**src/rtl/fwd_unit.sv**
```systemverilog
module fwd_unit #(
  parameter int RW = 5
) (
  input  logic [RW-1:0] ex_rs1,
  input  logic [RW-1:0] ex_rs2,
  input  logic          exm_valid,
  input  logic          exm_wen,
  input  logic          exm_load,
  input  logic          exm_store,
  input  logic [RW-1:0] exm_rd,
  input  logic [RW-1:0] exm_st_rs,
  input  logic          mwb_valid,
  input  logic          mwb_wen,
  input  logic          mwb_load,
  input  logic [RW-1:0] mwb_rd,
  output logic [1:0]    fwd_a,
  output logic [1:0]    fwd_b,
  output logic          st_fwd
);

  localparam logic [1:0]    SEL_RF   = 2'b00;
  localparam logic [1:0]    SEL_EXM  = 2'b01;
  localparam logic [1:0]    SEL_MWB  = 2'b10;
  localparam logic [RW-1:0] ZERO_REG = '0;

  logic exm_src, mwb_src;
  logic a_exm_hit, a_mwb_hit, b_exm_hit, b_mwb_hit;

  assign exm_src = exm_valid && exm_wen && (exm_rd != ZERO_REG);
  assign mwb_src = mwb_valid && mwb_wen && (mwb_rd != ZERO_REG);

  assign a_exm_hit = exm_src && (exm_rd == ex_rs1);
  assign a_mwb_hit = mwb_src && (mwb_rd == ex_rs1);
  assign b_exm_hit = exm_src && (exm_rd == ex_rs2);
  assign b_mwb_hit = mwb_src && (mwb_rd == ex_rs2);

  assign fwd_a = a_exm_hit ? (exm_load ? SEL_RF : SEL_EXM)
               : a_mwb_hit ? SEL_MWB : SEL_RF;
  assign fwd_b = b_exm_hit ? (exm_load ? SEL_RF : SEL_EXM)
               : b_mwb_hit ? SEL_MWB : SEL_RF;

  assign st_fwd = exm_valid && exm_store && mwb_src && mwb_load
               && (mwb_rd == exm_st_rs);

  always_comb begin

    code_legal_chk: assert (fwd_a != 2'b11 && fwd_b != 2'b11);

    exm_live_chk: assert (!(fwd_a == SEL_EXM || fwd_b == SEL_EXM) || (exm_valid && exm_wen));

    mwb_live_chk: assert (!(fwd_a == SEL_MWB || fwd_b == SEL_MWB) || (mwb_valid && mwb_wen));

    zero_reg_chk: assert ((ex_rs1 != ZERO_REG || fwd_a == SEL_RF) && (ex_rs2 != ZERO_REG || fwd_b == SEL_RF));

    load_hold_chk: assert (!(exm_valid && exm_wen && exm_load && exm_rd == ex_rs1) || fwd_a == SEL_RF);

    store_src_chk: assert (!st_fwd || (exm_store && mwb_load && mwb_valid && mwb_rd != ZERO_REG));
  end

endmodule

```
**config.mk**
```make
export PLATFORM = sky130hd
export DESIGN_NAME = fwd_unit
export DESIGN_NICKNAME = d
export VERILOG_FILES = /design/src/rtl/fwd_unit.sv
export SDC_FILE = /design/constraint.sdc
export NUM_CORES = 1
export LEC_CHECK = 0
export BUFFER_PORTS_ARGS = -buffer_cell sky130_fd_sc_hd__buf_2
export CORE_AREA = 2 2 39 41
export DETAILED_ROUTE_END_ITERATION = 10
export DIE_AREA = 0 0 41 43
export GPL_TIMING_DRIVEN = 1
export SETUP_SLACK_MARGIN = 0.02
export SYNTH_ARGS = -nofsm -noshare
export SYNTH_HDL_FRONTEND = slang
export SYNTH_SLANG_ARGS = --single-unit
```
**constraint.sdc**
```tcl
create_clock -name vclk -period 2
set_input_delay 0.4 -clock vclk [all_inputs]
set_output_delay 0.4 -clock vclk [all_outputs]
set_load 0.05 [all_outputs]
```
==> metrics <==
register area=0 sq um; hold slack=roughly 1100 ps; simple-gate share of the synthesized area=33.0%; MaxCap Viol Count=0; drt via density=between 4 and 5; Cell variety after synth=11; violated checks=setup timing; Antenna Violating Nets Remaining=0; leakage power=between 0.3 and 0.4 nW; critical path's largest stage delay=between 500 and 600 ps; die area=~0.0018 sq mm; Critical Path Start=exm_rd[1]; total grt overflow=0; worst path arrival time=approximately 1700 ps; core area=~0.0014 sq mm; via count=513; RSZ-0062 raised after global routing=true; GPL Wtd Cong=~0.67; Rel. slew slack=86.5%; cell row count=14; die height=roughly 43 microns; GRT busiest layer=met2; sequential share of the synthesized area=0%; overall global routing resource usage=~16%; IO Count=37; hold path depth=3; actual slew at the worst max-slew pin=202 ps; adder-cell share of the synthesized area=0%; top cell type's share of synthesized area=between 40% and 50%; Period minus WS final=approximately 2100 ps; Final Hold Viols=0; run status=complete, but fails checks; Total Routed Length=~1.3 mm; most numerous cell in the Yosys netlist=xnor2_1; M3 GR Usage=0%; # clk buffers=0; WS Path Type=in -> out; DR DRC count=0; Critical Path Sink=fwd_b[1]; initial antenna violation count=0; proportion of layout cells with a drive suffix above 1=68.7%; final setup fails=4; crit share post-route=107%; Post-Synth XOR/XNOR Area=between 60% and 70%; num sequential=0; Nets=approximately 130; largest family of logic cells by synthesized area=XOR/XNOR gates; DR pass1 iterations=2; fmax=about 470 MHz; Initial Utilization=about a quarter; DP Worst Slack=-223 ps; Design Power=around 150 uW; Multi-input gate area=approximately 420 sq um; area leader, netlist=xnor2_1; PwrDens=roughly 190 mW/mm^2; Port Buf Inserts=37; Post-Synthesis Cells=44; Layout fillers=138; count of pins over their slew limit=0; Netlist Area Pre-Place=364 sq um; top cells by area in the synthesized netlist=xnor2_1, xor2_1, or4_1, o211ai_2, nor4b_4; Req. time, crit path=between 1500 and 2000 ps; drt wl/cell=11.2 microns; crit start category=input pin; Die W=roughly 41 microns; Avg Synthesized Cell Area=roughly 8.3 sq um; vias in the first global route=530; CP Max Fanout=2; Antenna Diode Count=0; CP delay by family, top=simple AND/OR/NAND/NOR gates; Post-DP HPWL=1.11 mm; Compound-Gate Fraction of Synth Area=under 10%; post-synthesis mux area share=0%; Area growth syn-to-layout=124%; CP cell instances=buf_6, or4_4, o211ai_2, or4_4, nor4b_4, buf_6; first-pass GRT wire length=between 2 and 2.5 mm; Crit. End Element=output pin; CP Buf/Inv Count=2; Worst VDD drop=~0.000067 V; slowest CP cell=or4_4; GRT met1 Usage=around a fifth; Crit path depth=6; largest net degree at the start of global routing=5; net count after synthesis=76; YS warnings=0; GR Layer Usage met2=a little under a third; initial drt markers=1; post-route worst setup slack=-135 ps; hold crit path type=in -> out; most frequent cells after synthesis=xnor2_1, xor2_1, nand3_1, or4_1
layout make-up:
class | instances | share of cell area (%)
multi-input combinational | 44 | 51.5
timing repair buffer | 55 | 46.1
tap | 16 | 2.46
worst min path at each step:
stage,startpoint,endpoint
5_1_grt,exm_load,fwd_a[0]
4_1_cts,exm_load,fwd_a[0]
2_1_floorplan,exm_load,fwd_a[0]
3_5_place_dp,exm_load,fwd_a[0]
3_3_place_gp,exm_load,fwd_a[0]
6_report,exm_load,fwd_a[0]
cells by family (layout without fill, tap and decap cells):
logic type,Yosys count,count (layout)
XOR/XNOR,25,25
AND/OR/NAND/NOR,17,17
AO/OA/AOI/OAI,2,2
buffers and inverters,0,55
through the flow:
stage | cell area (sq um) | util [%] | cells | TNS (ps)
floorplan | 382 | - | 44 | -475
global placement | 714 | 51.6 | 114 | -699
detailed placement | 714 | 51.6 | 114 | -812
CTS | 797 | 57.6 | 115 | -349
global route | 815 | 58.9 | 115 | -589
finish | 815 | 58.9 | 115 | -317
layout by cell type (no fill, tap or decap), types with 2 or more instances in the layout:
cell type | synthesis | layout
buf_4 | 0 | 16
or4_4 | 0 | 3
xnor2_2 | 0 | 3
nand3_1 | 4 | 4
nand4_1 | 2 | 2
buf_2 | 0 | 30
xnor2_1 | 18 | 15
o211ai_2 | 2 | 2
buf_6 | 0 | 8
xor2_1 | 7 | 7
per-layer routing:
metal	vias up	wire (microns)
li1	267	-
met1	227	502
met2	19	697
met3	0	88
met4	0	0
met5	-	0
power breakdown:
group	internal [mW]	switching, mW	leakage (nW)
combinational	0.0889	0.0641	0.376
sequential	0	0	0
clock	0	0	0
repair_timing:
item	CTS	global route
resized for setup	18	4
endpoints found under the setup margin	5	5
pin swaps	1	1
hold buffers	0	0
buffers inserted	1	0
(Power assumes the default switching activity.)
